## config.mk

```make
export PLATFORM = sky130hd
export DESIGN_NAME = lt_stall_mon
export DESIGN_NICKNAME = d
export VERILOG_FILES = /design/src/rtl/lt_pkg.sv /design/src/rtl/lt_us_tick.sv /design/src/rtl/lt_timer.sv /design/src/rtl/lt_phy_rmw.sv /design/src/rtl/lt_stall_mon.sv
export SDC_FILE = /design/constraint.sdc
export NUM_CORES = 1
export LEC_CHECK = 0
export BUFFER_PORTS_ARGS = -buffer_cell sky130_fd_sc_hd__buf_2
export CAP_MARGIN = 20
export CORE_MARGIN = 2
export CORE_UTILIZATION = 35
export DETAILED_ROUTE_END_ITERATION = 8
export PLACE_DENSITY_LB_ADDON = 0.15
export SLEW_MARGIN = 20
export SYNTH_ARGS = -nofsm -noshare
export SYNTH_HDL_FRONTEND = slang
export SYNTH_SLANG_ARGS = --single-unit
```

## constraint.sdc

```tcl
create_clock -name clk -period 3.4 [get_ports clk]
set_clock_uncertainty 0.2 [all_clocks]
set_input_delay 0.68 -clock clk [delete_from_list [all_inputs] [get_ports clk]]
set_output_delay 0.68 -clock clk [all_outputs]
set_load 0.02 [all_outputs]
```

## src/rtl/lt_pkg.sv

```systemverilog
package lt_pkg;
  typedef enum logic [2:0] {
    M_IDLE, M_CAPW, M_WAIT, M_CHECK, M_SETOV, M_HOLD, M_CLROV, M_DONE
  } mon_state_e;

  typedef enum logic [1:0] {
    P_IDLE, P_READ, P_WRITE
  } rmw_state_e;

  localparam int LINK_BIT     = 4;
  localparam int TRAIN_BIT    = 29;
  localparam int CODE_W       = 6;
  localparam int SPEED_W      = 4;
  localparam int RXDATA_BIT   = 5;
  localparam int RXPLL_BIT    = 3;
endpackage

```

## src/rtl/lt_us_tick.sv

```systemverilog
module lt_us_tick #(
  parameter int CLK_HZ = 100_000_000
) (
  input  logic clk,
  input  logic rst,
  output logic tick
);
  localparam int PRE = (CLK_HZ / 1_000_000 < 1) ? 1 : CLK_HZ / 1_000_000;
  localparam int PRW = (PRE < 2) ? 1 : $clog2(PRE);

  logic [PRW-1:0] cnt;

  always_ff @(posedge clk) begin
    if (rst) begin
      cnt  <= '0;
      tick <= 1'b0;
    end else if (cnt == PRW'(PRE - 1)) begin
      cnt  <= '0;
      tick <= 1'b1;
    end else begin
      cnt  <= cnt + 1'b1;
      tick <= 1'b0;
    end
  end
endmodule

```

## src/rtl/lt_timer.sv

```systemverilog
module lt_timer #(
  parameter int TW = 12
) (
  input  logic          clk,
  input  logic          rst,
  input  logic          load,
  input  logic [TW-1:0] load_val,
  input  logic          tick,
  output logic          zero
);
  logic [TW-1:0] cnt;

  always_ff @(posedge clk) begin
    if (rst)                      cnt <= '0;
    else if (load)                cnt <= load_val;
    else if (tick && cnt != '0)   cnt <= cnt - 1'b1;
  end

  assign zero = (cnt == '0);
endmodule

```

## src/rtl/lt_phy_rmw.sv

```systemverilog
module lt_phy_rmw #(
  parameter int          AW   = 16,
  parameter int          DW   = 16,
  parameter logic [AW-1:0] ADDR = 16'h1005,
  parameter logic [DW-1:0] MASK = 16'h0028
) (
  input  logic          clk,
  input  logic          rst,
  input  logic          abort,
  input  logic          start,
  input  logic          set_mode,
  input  logic          phy_ack,
  input  logic [DW-1:0] phy_rdata,
  output logic          phy_req,
  output logic          phy_we,
  output logic [AW-1:0] phy_addr,
  output logic [DW-1:0] phy_wdata,
  output logic          done
);
  import lt_pkg::*;

  rmw_state_e st;
  logic       mode_q;

  assign phy_addr = ADDR;

  always_ff @(posedge clk) begin
    if (rst || abort) begin
      st        <= P_IDLE;
      phy_req   <= 1'b0;
      phy_we    <= 1'b0;
      phy_wdata <= '0;
      mode_q    <= 1'b0;
      done      <= 1'b0;
    end else begin
      done <= 1'b0;
      case (st)
        P_IDLE: if (start) begin
          phy_req <= 1'b1;
          phy_we  <= 1'b0;
          mode_q  <= set_mode;
          st      <= P_READ;
        end
        P_READ: if (phy_ack) begin
          phy_we    <= 1'b1;
          phy_wdata <= mode_q ? (phy_rdata | MASK) : (phy_rdata & ~MASK);
          st        <= P_WRITE;
        end
        P_WRITE: if (phy_ack) begin
          phy_req <= 1'b0;
          phy_we  <= 1'b0;
          done    <= 1'b1;
          st      <= P_IDLE;
        end
        default: st <= P_IDLE;
      endcase
    end
  end
endmodule

```

## src/rtl/lt_stall_mon.sv

```systemverilog
module lt_stall_mon #(
  parameter int              CLK_HZ     = 100_000_000,
  parameter int              POLL_US    = 10,
  parameter int              HOLD_US    = 3000,
  parameter int              MAX_POLLS  = 2000,
  parameter int              PHY_AW     = 16,
  parameter int              PHY_DW     = 16,
  parameter logic [PHY_AW-1:0] OVRD_ADDR  = 16'h1005,
  parameter logic [5:0]      STALL_CODE = 6'h0D
) (
  input  logic              clk,
  input  logic              rst,
  input  logic              enable,
  input  logic [31:0]       link_cap_in,
  input  logic [31:0]       dbg_word0,
  input  logic [31:0]       dbg_word1,
  input  logic              rx_valid,
  input  logic              phy_ack,
  input  logic [PHY_DW-1:0] phy_rdata,
  output logic              cap_wr,
  output logic [31:0]       link_cap_out,
  output logic              train_en,
  output logic              link_up,
  output logic              fail,
  output logic              ovrd_on,
  output logic              phy_req,
  output logic              phy_we,
  output logic [PHY_AW-1:0] phy_addr,
  output logic [PHY_DW-1:0] phy_wdata
);
  import lt_pkg::*;

  localparam int TMAX = (POLL_US > HOLD_US) ? POLL_US : HOLD_US;
  localparam int TW   = $clog2(TMAX + 1);
  localparam int PW   = $clog2(MAX_POLLS + 1);
  localparam logic [PHY_DW-1:0] OV_MASK =
    (PHY_DW'(1) << RXDATA_BIT) | (PHY_DW'(1) << RXPLL_BIT);

  mon_state_e     state;
  logic [PW-1:0]  poll_cnt;
  logic           us_tick, tmr_zero, tmr_load;
  logic [TW-1:0]  tmr_val;
  logic           rmw_start, rmw_set, rmw_done;
  logic           link_ok, stall_seen, last_poll;

  assign link_ok    = dbg_word1[LINK_BIT] && !dbg_word1[TRAIN_BIT];
  assign stall_seen = (dbg_word0[CODE_W-1:0] == STALL_CODE) && !rx_valid;
  assign last_poll  = (poll_cnt == PW'(MAX_POLLS - 1));

  assign tmr_load = enable && ((state == M_CAPW) || (state == M_CHECK) ||
                    (rmw_done && (state == M_SETOV || state == M_CLROV)));
  assign tmr_val  = (state == M_SETOV) ? TW'(HOLD_US) : TW'(POLL_US);

  assign rmw_set   = (state == M_CHECK);
  assign rmw_start = enable &&
                     (((state == M_CHECK) && !link_ok && !last_poll && stall_seen) ||
                      ((state == M_HOLD) && tmr_zero));

  lt_us_tick #(.CLK_HZ(CLK_HZ)) u_tick (
    .clk(clk), .rst(rst), .tick(us_tick)
  );

  lt_timer #(.TW(TW)) u_tmr (
    .clk(clk), .rst(rst), .load(tmr_load), .load_val(tmr_val),
    .tick(us_tick), .zero(tmr_zero)
  );

  lt_phy_rmw #(.AW(PHY_AW), .DW(PHY_DW), .ADDR(OVRD_ADDR), .MASK(OV_MASK)) u_rmw (
    .clk(clk), .rst(rst), .abort(!enable), .start(rmw_start), .set_mode(rmw_set),
    .phy_ack(phy_ack), .phy_rdata(phy_rdata), .phy_req(phy_req), .phy_we(phy_we),
    .phy_addr(phy_addr), .phy_wdata(phy_wdata), .done(rmw_done)
  );

  always_ff @(posedge clk) begin
    if (rst) begin
      state        <= M_IDLE;
      poll_cnt     <= '0;
      cap_wr       <= 1'b0;
      link_cap_out <= '0;
      train_en     <= 1'b0;
      link_up      <= 1'b0;
      fail         <= 1'b0;
      ovrd_on      <= 1'b0;
    end else begin
      cap_wr <= 1'b0;
      if (!enable) begin
        state    <= M_IDLE;
        poll_cnt <= '0;
        train_en <= 1'b0;
        link_up  <= 1'b0;
        fail     <= 1'b0;
        ovrd_on  <= 1'b0;
      end else begin
        case (state)
          M_IDLE: begin
            cap_wr       <= 1'b1;
            link_cap_out <= {link_cap_in[31:SPEED_W], SPEED_W'(1)};
            poll_cnt     <= '0;
            state        <= M_CAPW;
          end
          M_CAPW: begin
            train_en <= 1'b1;
            state    <= M_WAIT;
          end
          M_WAIT: if (tmr_zero) state <= M_CHECK;
          M_CHECK: begin
            if (link_ok) begin
              link_up <= 1'b1;
              state   <= M_DONE;
            end else if (last_poll) begin
              fail  <= 1'b1;
              state <= M_DONE;
            end else begin
              poll_cnt <= poll_cnt + 1'b1;
              state    <= stall_seen ? M_SETOV : M_WAIT;
            end
          end
          M_SETOV: if (rmw_done) begin
            ovrd_on <= 1'b1;
            state   <= M_HOLD;
          end
          M_HOLD: if (tmr_zero) state <= M_CLROV;
          M_CLROV: if (rmw_done) begin
            ovrd_on <= 1'b0;
            state   <= M_WAIT;
          end
          M_DONE: state <= M_DONE;
          default: state <= M_IDLE;
        endcase
      end
    end
  end
endmodule

```

=== Word level (Yosys, flattened, before mapping) ===
Index checks and enable logic that the tools add are counted.
Widths: inputs -> output; s select.

* Register bits: 90
* Input port bits: 117
* Output and inout port bits: 71

* Multiplexer cells: 31
* Bitwise operators: 3
* $add $sub $neg: 3
* Equal/unequal tests: 21
* Reductions and logical operators: 43

{| class="wikitable"
|+ Operators with widths
! kind !! count
|-
| $mux 12 || 3
|-
| $pmux 3 s8 || 1
|-
| $mux 11 || 2
|-
| $pmux 11 s2 || 1
|-
| $mux 3 || 7
|-
| $reduce_and 3->1 || 5
|-
| $ne 2x2->1 const B || 7
|-
| $eq 3x3->1 const B || 4
|-
| $logic_not 12->1 || 1
|-
| $reduce_bool 12->1 || 1
|-
| $sub 12x1->12 const B || 1
|-
| $add 11x1->11 const B || 1
|-
| $eq 11x11->1 const B || 1
|-
| $logic_and 1x1->1 || 10
|-
| $mux 1 || 9
|-
| $reduce_and 2->1 || 4
|-
| $reduce_and 4->1 || 2
|-
| $reduce_bool 2->1 || 4
|-
| $add 7x1->7 const B || 1
|-
| $eq 7x7->1 const B || 1
|-
| $eq 3x2->1 const B || 2
|-
| $eq 6x4->1 const B || 1
|-
| $mux 2 || 3
|-
| $mux 6 || 1
|-
| 14 further kinds || 28
|}

=== Longest topological paths before layout ===
Gate-level depths: netlist of run 1.

* Depth in word-level cells: 10
* Depth in mapped cells: 7
* Gate-level depth less buffers: 7

=== Modules after synthesis ===
A second synthesis of run 1 with hierarchy kept.

* Cell total of the unflattened synthesis: 487
* Area, all modules: 4102.7 um2

{| class="wikitable"
|+ Modules (own cells, without submodules)
! module !! cells each !! area each (um2) !! instances !! sequential area each (um2)
|-
| lt_stall_mon || 251 || 2072.0 || 1 || 960.9
|-
| lt_phy_rmw || 113 || 940.9 || 1 || 420.4
|-
| lt_timer || 90 || 753.2 || 1 || 240.2
|-
| lt_us_tick || 33 || 336.6 || 1 || 160.2
|}

=== Least setup slack after synthesis of run 1 ===
No wires, ideal clock.

* Path kind: register -> register
* From: register u_tmr.cnt[0]
* To: register state[0]
* Setup slack: 1.323 ns
* Buffers on the path: 0
* Setup time: 0.086 ns
* Stages on the path, launching flop included: 8
* Arrival: 1.790 ns
* Clock period less this slack: 2.077 ns
* Cell sequence: dfxtp_1 -> inv_1 -> ha_1 -> or4b_4 -> or3_4 -> o21ai_2 -> o21ai_1 -> a221oi_2

* Longest elaborated chain between the ends: 3
* Elaborated cells on any way between the ends: 4
* Classes of those cells: eq/ne: 2; reduce/logical: 2

{| class="wikitable"
|+ Ends and longest elaborated chain
! element !! RTL line !! RTL
|-
| from (decl) || lt_timer.sv:11 || <nowiki>logic [TW-1:0] cnt;</nowiki>
|-
| from (signal assigned) || lt_timer.sv:15 || <nowiki>else if (load) cnt <= load_val;</nowiki>
|-
| from (signal assigned) || lt_timer.sv:16 || <nowiki>else if (tick && cnt != '0) cnt <= cnt - 1'b1;</nowiki>
|-
| $logic_not 12->1 * || lt_timer.sv:19 || <nowiki>assign zero = (cnt == '0);</nowiki>
|-
| $ne 2x2->1 (no line) || - ||
|-
| $reduce_and 4->1 (no line) * || - ||
|-
| to (signal assigned) || lt_stall_mon.sv:115 || <nowiki>state <= stall_seen ? M_SETOV : M_WAIT;</nowiki>
|-
| to (decl) || lt_stall_mon.sv:39 || <nowiki>mon_state_e state;</nowiki>
|}

Mark *: on every way between the ends. The rest lies on a longest branch, timed or not.
A chain may end at the register's enable or synchronous reset.

=== Final worst setup path of run 1 ===
* From: register u_tmr.cnt[2]
* To: register u_rmw.mode_q

* Longest elaborated chain between the ends: 5

{| class="wikitable"
|+ Ends and longest elaborated chain
! element !! RTL line !! RTL
|-
| $logic_not 12->1 || lt_timer.sv:19 ||
|-
| $logic_and 1x1->1 || lt_stall_mon.sv:57 || <nowiki>((state == M_HOLD) && tmr_zero));</nowiki>
|-
| $logic_or 1x1->1 || lt_stall_mon.sv:56 || <nowiki>(((state == M_CHECK) && !link_ok && !last_poll && stall_seen) ||</nowiki>
|-
| $logic_and 1x1->1 || lt_stall_mon.sv:55 || <nowiki>assign rmw_start = enable &&</nowiki>
|-
| $reduce_and 2->1 (no line) || - ||
|-
| to (signal assigned) || lt_phy_rmw.sv:41 || <nowiki>mode_q <= set_mode;</nowiki>
|-
| to (decl) || lt_phy_rmw.sv:23 || <nowiki>logic mode_q;</nowiki>
|}

No other way between the ends.

==> impl_summary.txt, run 1 <==
----------------------------------------------------
[Worst hold path]
  Kind of path behind the tightest hold check ... reg -> reg
  Origin of the worst min-delay path ... train_en$_SDFFE_PP0N_

[STA]
  Summed negative setup slack over all endpoints ... 0 ns
  Tcrit/Tclk final ... 0.657
  Worst Tran Pin Value ... 1.01 ns
  Max-slew headroom at the worst pin ... 0.327
  Max-slew violations ... 0
  Setup slack of the critical path after layout ... 1.17 ns
  Setup repair after global routing missed its margin ... no
  Highest achievable clock rate ... 448 MHz
  Minimum clock period ... 2.23 ns
  Final setup vio count ... 0
  Final hold viol count ... 0

[Yosys]
  Syn Std Cell Area ... 3870 sq um
  Syn Area/Cell ... 8.00 sq um
  Synthesis-stage register bit count ... 89
  Post-synth top area share ... 0.461
  Sequential fraction of the synthesis area ... 0.461
  Most common flop cell mapped by yosys ... sky130_fd_sc_hd__dfxtp_1
  Warnings from Yosys ... 0
  Fraction of synthesis flops using an asynchronous set or reset pin ... 0
  Post-synthesis instance total ... 483
  Cell variety after synth ... 52
  Post-synth top area cell ... sky130_fd_sc_hd__dfxtp_1
  Leading cell types by total area after synthesis ... sky130_fd_sc_hd__dfxtp_1 46%, sky130_fd_sc_hd__nand2_1 10%, sky130_fd_sc_hd__a21oi_1 8.8%
  Post-synth EDFFs ... 0

[Clock network]
  CTS tree ... built
  Number of levels in the clock H-tree ... 3
  CTS sink count ... 89
  Maximum buffer depth of the clock tree ... 2
  Clock slew at the register clock pins of the worst setup and hold paths ... 0.09 ns
  Worst-skew pair later-pin latency ... 0.35 ns
  Post_cts resized ... 0
  Total setup buffers inserted after CTS ... 0
  Clock root cell ... sky130_fd_sc_hd__clkbuf_8
  Cts hold-fix bufs ... 0
  Number of buffers created by CTS ... 9

[Route]
  Via Count ... 3,435
  Remaining number of nets flagged by the antenna check after routing ... 0
  Routed WL ... 8850 um
  Uppermost metal layer occupied by signal nets ... met4
  Met3 WL ... 428 um
  Routed length on met2 ... 4050 um
  Number of optimization iterations in the first detailed-route pass ... 4
  Wl on met1 ... 4250 um
  Detailed-route wire length per cell ... 12.2 um
  Detailed-route DRC error count ... 0
  DRT iter0 DRCs ... 160
  Per-cell via count in the routed design ... 4.74

[Power and ir drop]
  Power per unit of standard cell area ... 447 nW/um^2
  Logic pwr share ... 0.117
  Total internal power ... 1520 uW
  Max VDD drop ... 0.210 mV
  Fraction of power consumed by the clock network ... 0.355
  Switching part of the total ... 0.265
  Sequential fraction of design power ... 0.528
  Static leakage ... 0.00191 uW
  Power spent charging and discharging nets ... 549 uW

[Floorplan]
  Die Area ... 11,900 sq um
  Number of standard-cell rows in the floorplan ... 38
  Height of the chip ... 109 um
  I/O pin total ... 188
  DIE WIDTH ... 109 um
  Standard cell core area ... 10,800 sq um
  Initial Util ... 0.358

[Finish]
  Number of diodes added for antenna fixing ... 0
  Fill cells ... 1,124
  Commonest cells after routing, fill and taps aside ... 108 x sky130_fd_sc_hd__nand2_1, 106 x sky130_fd_sc_hd__buf_2, 89 x sky130_fd_sc_hd__dfxtp_1
  Area growth from synthesis to layout ... 19.8%
  Share of cells above drive strength 1 ... 0.236
  Post-route insts no fill ... 725
  Count of nets after finishing ... 701
  Leading cell type in the layout, fill and taps excluded ... sky130_fd_sc_hd__nand2_1

[GRT]
  Pin count of the biggest net entering global routing ... 40
  All-Layer GR Usage ... 0.151
  Via count of the first global-routing pass ... 3,095
  Final global-route overflow total ... 0
  First-pass GRT wire length ... 14,300 um
  Initial antenna violation count ... 0

[Worst setup path]
  Startpoint types ... register
  Crit path max fanout ... 6
  Data required, critical path ... 3.49 ns
  Launch instance of the worst register-to-register path ... u_tmr.cnt[2]$_SDFFE_PP0P_
  Critical Setup Path Class ... reg -> reg
  Launching element of the worst setup path ... u_tmr.cnt[2]$_SDFFE_PP0P_
  Arrival time worst endpoint ... 2.32 ns
  R2r setup slk ... 1.17 ns
  Setup crit end kind ... register

[Placed design]
  Count of buffers from port buffering ... 106
  Number of instances in the placed design ... 709
  Final Wtd Congestion ... 0.777
  Worst-case setup slack after placement ... 1.05 ns
  HPWL Detailed ... 6400 um

[Flow run]
  Max-Cap Viols ... 0

[Status]
  Run status ... complete, no violations

----------------------------------------------------
-- cell usage after synthesis, drive strengths merged (6+ instances only) --
master and number:
a21oi 69, o21ai 15, xnor2 8, nand2b 6, or3 9, nand2 108
clkbuf 18, dfxtp 89, nor3 17, buf 24, inv 10, xor2 7
nor2 33, nand3 12
-- path summary, 6_finish.rpt --
kind                                to  cells past startpoint
min reg2reg      train_en$_SDFFE_PP0N_                      2
max reg2reg  u_rmw.mode_q$_SDFFE_PP0P_                      5
max          u_rmw.mode_q$_SDFFE_PP0P_                      5
min              train_en$_SDFFE_PP0N_                      2
-- critical path, cell delays in order, from the launching register on --
cell                       delay (ns)
sky130_fd_sc_hd__dfxtp_1         0.37
sky130_fd_sc_hd__nor4_2          0.49
sky130_fd_sc_hd__nand2_1         0.12
sky130_fd_sc_hd__or4_1           0.55
sky130_fd_sc_hd__a21boi_1        0.24
sky130_fd_sc_hd__mux2i_1         0.21
-- kinds of logic after synthesis --
| logic type | Yosys count | share of synthesized area |
|---|---|---|
| buf+inv | 52 | 0.0709 |
| simple gates | 218 | 0.265 |
| compound gates | 101 | 0.149 |
| fa+ha+maj | 4 | 0.0129 |
| mux | 2 | 0.00518 |
| other cells | 2 | 0.00194 |
| flops | 89 | 0.461 |
| xor+xnor | 15 | 0.0340 |
-- metal layers --
layer  global-route usage  vias up
li1                     -     1802
met1                0.196     1549
met2                0.242       73
met3               0.0293       11
met4               0.0678        0
met5                    0        -
-- power by group through the flow --
stage | sequential [uW] | combinational (uW) | clock [uW]
after floorplan | 1140 | 153 | 0
after global placement | 1120 | 244 | 0
after detailed placement | 1120 | 246 | 0
after CTS | 1090 | 247 | 763
after global routing | 1100 | 273 | 812
final | 1090 | 243 | 734
-- final cells by class --
class	instances	area, sq um	share of cell area
timing repair buffer	111	568	0.123
multi-input combinational	359	1870	0.405
inverter	10	37.5	0.00810
sequential	89	1780	0.385
clock buffer	12	145	0.0313
clock inverter	4	51.3	0.0111
tap	140	175	0.0378
-- registers in the layout, indices dropped and copies added, names as in the netlist --
name             flops
u_rmw.mode_q         1
u_rmw.phy_req        1
fail                 1
state                3
ovrd_on              1
u_rmw.done           1
link_cap_out        29
u_rmw.phy_we         1
u_rmw.phy_wdata     15
poll_cnt            11
u_tick.tick          1
link_up              1
cap_wr               1
u_tmr.cnt           12
train_en             1
u_rmw.st             2
u_tick.cnt           7
-- per-stage QoR --
stage	area [sq um]	hold WS (ns)	total power, uW	utilization
floorplan	3930	0.213	1290	-
global placement	4440	0.225	1360	0.411
detailed placement	4440	0.241	1360	0.411
CTS	4630	0.255	2100	0.429
global route	4630	0.271	2180	0.429
finish	4630	0.249	2070	0.429
Note: power is estimated with default switching activity, not from simulation.
==> run 2: changes to the inputs <==
Clock period 3.4 ns to 2 ns, I/O delays scaled along.
==> run 2 against run 1 <==
- the run now ends with setup timing left
- die area is the same
- sequential share of layout area shrank 3.7 points
- critical path depth is 2 higher
- core utilization grew 4.7 points
- maximum frequency grew 4.0%
- cell area grew 11%
- critical endpoint is now u_tmr.cnt[4]$_SDFFE_PP0P_
- largest power group unchanged
==> impl_summary.txt, run 2 (synthesis gave the netlist of run 1 again) <==
----------------------------------------------------
[Status]
  Run status ... finished, violations left
  Failing checks ... setup timing

[Worst setup path]
  Arrival time worst endpoint ... 2.21 ns (-0.11 ns)
  Setup crit end kind ... register
  Critical Setup Path Class ... reg -> reg
  Crit path max fanout ... 6 (unchanged)
  Data required, critical path ... 2.06 ns (-1.43 ns)
  Startpoint types ... register
  R2r setup slk ... -0.15 ns (-1.31 ns)
  Launch instance of the worst register-to-register path ... u_tmr.cnt[0]$_SDFFE_PP0P_
  Launching element of the worst setup path ... u_tmr.cnt[0]$_SDFFE_PP0P_

[Clock network]
  Worst-skew pair later-pin latency ... 0.37 ns (+0.02 ns)
  Clock slew at the register clock pins of the worst setup and hold paths ... 0.10 ns (about the same)
  Number of buffers created by CTS ... 9 (unchanged)
  CTS tree ... built
  Maximum buffer depth of the clock tree ... 2 (unchanged)
  Cts hold-fix bufs ... 0 (unchanged)
  Number of levels in the clock H-tree ... 3 (unchanged)
  Clock root cell ... sky130_fd_sc_hd__clkbuf_8
  CTS sink count ... 89 (unchanged)

[Route]
  Number of optimization iterations in the first detailed-route pass ... 4 (unchanged)
  Via Count ... 3,631 (+5.7%)
  DRT iter0 DRCs ... 262 (+64%)
  Routed WL ... 9610 um (+8.6%)
  Detailed-route wire length per cell ... 12.5 um (+2.5%)
  Remaining number of nets flagged by the antenna check after routing ... 0 (unchanged)
  Detailed-route DRC error count ... 0 (unchanged)
  Per-cell via count in the routed design ... 4.73 (-0.21%)

[STA]
  Minimum clock period ... 2.15 ns (-0.0864 ns)
  Worst Tran Pin Value ... 0.633 ns (-0.373 ns)
  Max-slew violations ... 0 (unchanged)
  Setup repair after global routing missed its margin ... yes
  Setup slack of the critical path after layout ... -0.147 ns (-1.31 ns)
  Final setup vio count ... 14 (+14)
  Max-slew headroom at the worst pin ... 0.574 (+0.247)
  Final hold viol count ... 0 (unchanged)
  Highest achievable clock rate ... 466 MHz (+4.0%)
  Tcrit/Tclk final ... 1.07 (+0.417)

[Floorplan]
  I/O pin total ... 188 (unchanged)
  Initial Util ... 0.358 (unchanged)
  Standard cell core area ... 10,800 sq um (unchanged)
  Die Area ... 11,900 sq um (unchanged)
  DIE WIDTH ... 109 um (unchanged)
  Number of standard-cell rows in the floorplan ... 38 (unchanged)
  Height of the chip ... 109 um (unchanged)

[Finish]
  Final design area excluding fillers ... 5140 sq um (+11%)
  Count of nets after finishing ... 744 (+6.1%)
  Register ranked first by flip-flop count ... link_cap_out
  Area growth from synthesis to layout ... 32.9%
  Post-layout utilization of the core ... 0.476 (+0.0470)
  Leading cell type in the layout, fill and taps excluded ... sky130_fd_sc_hd__nand2_1
  Commonest cells after routing, fill and taps aside ... 108 x sky130_fd_sc_hd__nand2_1, 106 x sky130_fd_sc_hd__buf_2, 84 x sky130_fd_sc_hd__dfxtp_1
  Flip-flop count of the largest register after layout ... 29 (unchanged)
  Number of diodes added for antenna fixing ... 0 (unchanged)
  Share of cells above drive strength 1 ... 0.334 (+0.0985)
  Registers with the most flip-flops ... link_cap_out: 29 flops, u_rmw.phy_wdata: 15 flops, u_tmr.cnt: 12 flops

[GRT]
  Pin count of the biggest net entering global routing ... 48 (+20%)
  Fraction of met3 tracks used by global routing ... 0.0311 (+0.00179)
  All-Layer GR Usage ... 0.158 (+0.00656)
  Initial antenna violation count ... 0 (unchanged)
  Final global-route overflow total ... 0 (unchanged)
  Met1 global-route usage ... 0.203 (+0.00735)
  First-pass GRT wire length ... 15,000 um (+4.7%)
  GRT met2 Usage ... 0.259 (+0.0164)
  Gr busiest metal ... met2
  Via count of the first global-routing pass ... 3,201 (+3.4%)

[Power and ir drop]
  Power per unit of standard cell area ... 687 nW/um^2 (+54%)
  Max VDD drop ... 0.280 mV (+33%)
  Static leakage ... 0.00216 uW (+13%)

[Placed design]
  Cell Area, Placed ... 4760 sq um (+7.3%)
  Final Wtd Congestion ... 0.797 (+2.6%)
  HPWL Detailed ... 6960 um (+8.9%)
  Count of buffers from port buffering ... 106 (unchanged)

[Flow run]
  Max-Cap Viols ... 0 (unchanged)

[Worst hold path]
  Origin of the worst min-delay path ... link_cap_in[23]
  Kind of path behind the tightest hold check ... in -> reg

----------------------------------------------------
run 2: cell types whose count changed in the layout (fill, tap and decap cells not counted), moves of 3 or more:
cell                       previous run  this run
sky130_fd_sc_hd__dfxtp_1             89        84
sky130_fd_sc_hd__nor3_1              17        14
sky130_fd_sc_hd__buf_4                5        42
sky130_fd_sc_hd__dfxtp_2              0         5
sky130_fd_sc_hd__nor3_2               0         3
sky130_fd_sc_hd__clkinv_4             0         4
sky130_fd_sc_hd__o21ai_0             12         8
sky130_fd_sc_hd__buf_6                0         3
sky130_fd_sc_hd__nor2_1              33        30
run 2: worst max-delay path, cell delays in order, from the launching register on:
cell and delay, ns:
sky130_fd_sc_hd__dfxtp_2 0.33, sky130_fd_sc_hd__inv_2 0.07, sky130_fd_sc_hd__ha_4 0.13, sky130_fd_sc_hd__or4b_4 0.48
sky130_fd_sc_hd__o31a_4 0.35, sky130_fd_sc_hd__nor2_4 0.11, sky130_fd_sc_hd__a21oi_1 0.05, sky130_fd_sc_hd__o32ai_1 0.33
run 2: area by class of cell:
cell class | count | area [sq um]
clock buffers | 10 | 138
clock inverters | 6 | 51.3
fillers | 1097 | 5650
inverters | 10 | 37.5
multi-input cells | 360 | 2030
flip-flops and latches | 89 | 1790
well taps | 140 | 175
repair buffers | 153 | 920
run 2: per-layer routing:
layer  vias to the layer above  routed length, um
met3                        10                444
met1                      1658               4400
met5                         -                  0
li1                       1885                  -
met2                        78               4660
met4                         0                108
run 2: what timing repair did:
action | 4_1_cts | 5_1_grt
gates resized for setup | 16 | 27
buffers inserted | 2 | 0
pin swaps | 6 | 13
gates cloned | 1 | 0
hold endpoints to repair | 0 | 0
setup endpoints to repair | 23 | 24
run 2: where the power goes:
part	internal (uW)	total [uW]	switching, uW
clock network	498	1180	681
registers	1820	1860	31.4
logic	198	499	301
total	2520	3530	1010
run 2: path summary, 6_finish.rpt:
path,to,depth (start not counted)
max,u_tmr.cnt[4]$_SDFFE_PP0P_,7
min,link_cap_out[23]$_SDFFE_PP0P_,3
max reg2reg,u_tmr.cnt[4]$_SDFFE_PP0P_,7
min reg2reg,u_tick.cnt[0]$_SDFF_PP0_,1
run 2: through the flow:
stage | power (uW) | hold WS (ns) | TNS (ns) | cells | setup WS, ns
5_1_grt | 3720 | 0.0457 | -2.72 | 768 | -0.256
4_1_cts | 3550 | 0.0439 | -1.54 | 768 | -0.151
3_3_place_gp | 2360 | 0.226 | -1.42 | 749 | -0.198
6_report | 3530 | 0.0531 | -1.23 | 768 | -0.147
3_5_place_dp | 2360 | 0.240 | -2.06 | 749 | -0.256
2_1_floorplan | 2200 | 0.213 | -0.142 | 500 | -0.0765
==> run 3: changes to the inputs <==
Settings changed: ABC_AREA from default to 1, BUFFER_PORTS_ARGS -buffer_cell sky130_fd_sc_hd__buf_2 to default, DONT_BUFFER_PORTS from default to 1, TNS_END_PERCENT from default to 10.
==> run 3 against run 2 <==
- the flow now finishes without violations
- routed wire length fell by 1.9%
- clock power up 43%
- non-clock buffer count is 140 lower
- clock-buffer cell count up 2
- register-to-register slack gained 0.36 ns
- synthesized cell count is 19% higher
- die area rose by 5.9%
- critical path depth up 3
- flip-flop and latch count unchanged
- highest routed layer unchanged
- cell area decreased by 13%
- largest power group unchanged
- worst hold slack worse by 0.033 ns
==> impl_summary.txt, run 3 <==
----------------------------------------------------
[Route]
  Detailed-route wire length per cell ... 13.0 um (+4.0%)
  Detailed-route DRC error count ... 0 (unchanged)
  Via Count ... 3,545 (-2.4%)
  Remaining number of nets flagged by the antenna check after routing ... 0 (unchanged)
  DRT iter0 DRCs ... 233 (-11%)
  Number of optimization iterations in the first detailed-route pass ... 4 (unchanged)
  Routed WL ... 9420 um (-1.9%)
  Per-cell via count in the routed design ... 4.90 (+3.6%)

[Floorplan]
  Number of standard-cell rows in the floorplan ... 39 (+2.6%)
  I/O pin total ... 188 (unchanged)
  Initial Util ... 0.359 (+0.00119)
  Die Area ... 12,600 sq um (+5.9%)
  DIE WIDTH ... 112 um (+2.9%)
  Height of the chip ... 112 um (+2.9%)
  Standard cell core area ... 11,400 sq um (+5.8%)

[GRT]
  First-pass GRT wire length ... 15,000 um (+0.23%)
  Pin count of the biggest net entering global routing ... 32 (-33%)
  All-Layer GR Usage ... 0.149 (-0.00815)
  Final global-route overflow total ... 0 (unchanged)
  Initial antenna violation count ... 0 (unchanged)
  Via count of the first global-routing pass ... 3,115 (-2.7%)

[Finish]
  Commonest cells after routing, fill and taps aside ... 103 x sky130_fd_sc_hd__nand2_1, 89 x sky130_fd_sc_hd__dfxtp_1, 74 x sky130_fd_sc_hd__a21oi_1
  Number of diodes added for antenna fixing ... 0 (unchanged)
  Registers with the most flip-flops ... link_cap_out: 29 flops, u_rmw.phy_wdata: 15 flops, u_tmr.cnt: 12 flops
  Share of cells above drive strength 1 ... 0.0775 (-0.257)
  Fill cells ... 1,203 (+9.7%)
  Register ranked first by flip-flop count ... link_cap_out
  Flip-flop count of the largest register after layout ... 29 (unchanged)
  Post-layout utilization of the core ... 0.393 (-0.0834)
  Leading cell type in the layout, fill and taps excluded ... sky130_fd_sc_hd__nand2_1
  Footprint of the multi-input gates ... 1880 sq um (-7.5%)
  Register area ... 1780 sq um (-0.35%)
  Count of nets after finishing ... 698 (-6.2%)
  Area growth from synthesis to layout ... 9.30%

[Power and ir drop]
  Max VDD drop ... 0.656 mV (+130%)
  Static leakage ... 0.00182 uW (-16%)
  Sum of internal, switching and leakage power ... 4170 uW (+18%)
  Power per unit of standard cell area ... 930 nW/um^2 (+35%)

[Placed design]
  Count of buffers from port buffering ... 0 (-100%)
  HPWL Detailed ... 6620 um (-5.0%)
  Final Wtd Congestion ... 0.783 (-1.7%)

[Worst hold path]
  Kind of path behind the tightest hold check ... in -> reg
  Origin of the worst min-delay path ... link_cap_in[16]

[Worst setup path]
  Crit path max fanout ... 16 (+10)
  Launching element of the worst setup path ... u_tmr.cnt[0]$_SDFFE_PP0P_
  Setup crit end kind ... register
  R2r setup slk ... 0.21 ns (+0.36 ns)
  Arrival time worst endpoint ... 1.87 ns (-0.34 ns)
  Critical Setup Path Class ... reg -> reg
  Startpoint types ... register
  Data required, critical path ... 2.08 ns (+0.02 ns)
  Launch instance of the worst register-to-register path ... u_tmr.cnt[0]$_SDFFE_PP0P_

[Clock network]
  Number of buffers created by CTS ... 9 (unchanged)
  Worst-skew pair later-pin latency ... 0.34 ns (-0.03 ns)
  CTS tree ... built
  Clock root cell ... sky130_fd_sc_hd__clkbuf_16
  Clock slew at the register clock pins of the worst setup and hold paths ... 0.06 ns (-0.04 ns)
  Maximum buffer depth of the clock tree ... 2 (unchanged)
  Total setup buffers inserted after CTS ... 0 (-2)
  Number of levels in the clock H-tree ... 3 (unchanged)
  CTS sink count ... 89 (unchanged)

[STA]
  Final hold viol count ... 0 (unchanged)
  Final setup vio count ... 0 (-14)
  Max-slew headroom at the worst pin ... 0.613 (+0.0393)
  Setup repair after global routing missed its margin ... no
  Tcrit/Tclk final ... 0.896 (-0.178)
  Summed negative setup slack over all endpoints ... 0 ns (+1.23 ns)
  Minimum clock period ... 1.79 ns (-0.355 ns)
  Highest achievable clock rate ... 558 MHz (+20%)
  Max-slew violations ... 0 (unchanged)
  Worst hold slack ... 0.0205 ns (-0.0326 ns)
  Worst Tran Pin Value ... 0.581 ns (-0.0522 ns)

[Yosys]
  Post-synth top area share ... 0.434 (-0.0267)
  Post-synth top area cell ... sky130_fd_sc_hd__dfxtp_1
  Leading cell types by total area after synthesis ... sky130_fd_sc_hd__dfxtp_1 43%, sky130_fd_sc_hd__nand2_1 9.4%, sky130_fd_sc_hd__a21oi_1 9.0%
  Sequential fraction of the synthesis area ... 0.434 (-0.0267)
  Syn Std Cell Area ... 4100 sq um (+6.1%)
  Cell variety after synth ... 29 (-44%)
  Post-synth EDFFs ... 0 (unchanged)
  Most used standard cell by instance count after synthesis ... sky130_fd_sc_hd__nand2_1
  Post-synthesis instance total ... 577 (+19%)
  List of most frequent post-synthesis cells ... 103 x sky130_fd_sc_hd__nand2_1, 89 x sky130_fd_sc_hd__dfxtp_1, 74 x sky130_fd_sc_hd__a21oi_1
  Synthesis-stage register bit count ... 89 (unchanged)
  Syn Area/Cell ... 7.11 sq um (-11%)
  Fraction of synthesis flops using an asynchronous set or reset pin ... 0 (unchanged)
  Warnings from Yosys ... 0 (unchanged)
  Most common flop cell mapped by yosys ... sky130_fd_sc_hd__dfxtp_1

[Flow run]
  Max-Cap Viols ... 0 (unchanged)

[Status]
  Run status ... complete, no violations

----------------------------------------------------
## run 3: cell types whose count changed in the layout (fill, tap and decap cells not counted), moves of 7 or more
cell,before,now
sky130_fd_sc_hd__buf_4,42,12
sky130_fd_sc_hd__o21ai_0,8,27
sky130_fd_sc_hd__inv_1,8,64
sky130_fd_sc_hd__a21oi_1,67,74
sky130_fd_sc_hd__clkbuf_8,10,2
sky130_fd_sc_hd__nand3_1,10,55
sky130_fd_sc_hd__buf_2,106,1
sky130_fd_sc_hd__xnor2_1,8,1
sky130_fd_sc_hd__or3_1,7,0
sky130_fd_sc_hd__nand4_1,4,12
sky130_fd_sc_hd__clkbuf_16,0,9
sky130_fd_sc_hd__nor2_1,30,67
## run 3: repair_timing
action / 4_1_cts / 5_1_grt
hold buffers: 1 / 0
endpoints found under the hold margin: 31 / 0
setup endpoints to repair: 0 / 25
gates resized for setup: 0 / 2
## run 3: area by class of cell
| cell class | count | share of cell area |
|---|---|---|
| tap | 143 | 0.0399 |
| sequential | 89 | 0.397 |
| clock buffer | 12 | 0.0572 |
| inverter | 68 | 0.0569 |
| clock inverter | 3 | 0.00893 |
| multi-input combinational | 396 | 0.419 |
| timing repair buffer | 13 | 0.0212 |
## run 3: layer usage
layer / track usage / up-vias / part of all wire
met5: 0 / - / 0
met2: 0.235 / 104 / 0.47
met3: 0.0540 / 11 / 0.075
met1: 0.186 / 1599 / 0.44
met4: 0.0618 / 0 / 0.014
li1: - / 1831 / -
## run 3: critical path: stages (launching register included)
cell and delay (ns):
sky130_fd_sc_hd__dfxtp_1 0.32, sky130_fd_sc_hd__inv_1 0.12, sky130_fd_sc_hd__ha_1 0.17, sky130_fd_sc_hd__nand2_1 0.05, sky130_fd_sc_hd__nor2_1 0.13, sky130_fd_sc_hd__nand3_1 0.15
sky130_fd_sc_hd__nand2_2 0.17, sky130_fd_sc_hd__nand2_8 0.12, sky130_fd_sc_hd__nand2_2 0.16, sky130_fd_sc_hd__nor2_1 0.06, sky130_fd_sc_hd__nor2_1 0.09
## run 3: where the power goes
group | total (uW) | switching (uW) | internal, uW
Combinational | 510 | 343 | 167
Sequential | 1970 | 123 | 1850
Clock | 1690 | 665 | 1030
## run 3: final timing paths
path,end,depth (start not counted)
setup / recovery,u_tmr.cnt[4]$_SDFFE_PP0P_,10
hold / removal,link_cap_out[16]$_SDFFE_PP0P_,2
setup reg to reg,u_tmr.cnt[4]$_SDFFE_PP0P_,10
hold reg to reg,u_tick.cnt[0]$_SDFF_PP0_,1
## run 3: cells by family (layout without fill, tap and decap cells)
kind of cell    count (synthesis)  after routing  share of synthesized area
other cells                     2             19                    0.00183
fa+ha+maj                       4              4                     0.0122
simple gates                  261            261                      0.282
flops                          89             89                      0.434
xor+xnor                        4              4                    0.00854
buf+inv                       109             96                      0.127
compound gates                108            108                      0.134
## run 3: metrics by stage
| stage | cells | worst slack, ns | area, sq um |
|---|---|---|---|
| after global routing | 724 | 0.0100 | 4490 |
| after floorplan | 594 | 0.263 | 4170 |
| final | 724 | 0.209 | 4490 |
| after detailed placement | 708 | 0.152 | 4170 |
| after CTS | 724 | 0.119 | 4480 |
| after global placement | 708 | 0.198 | 4170 |
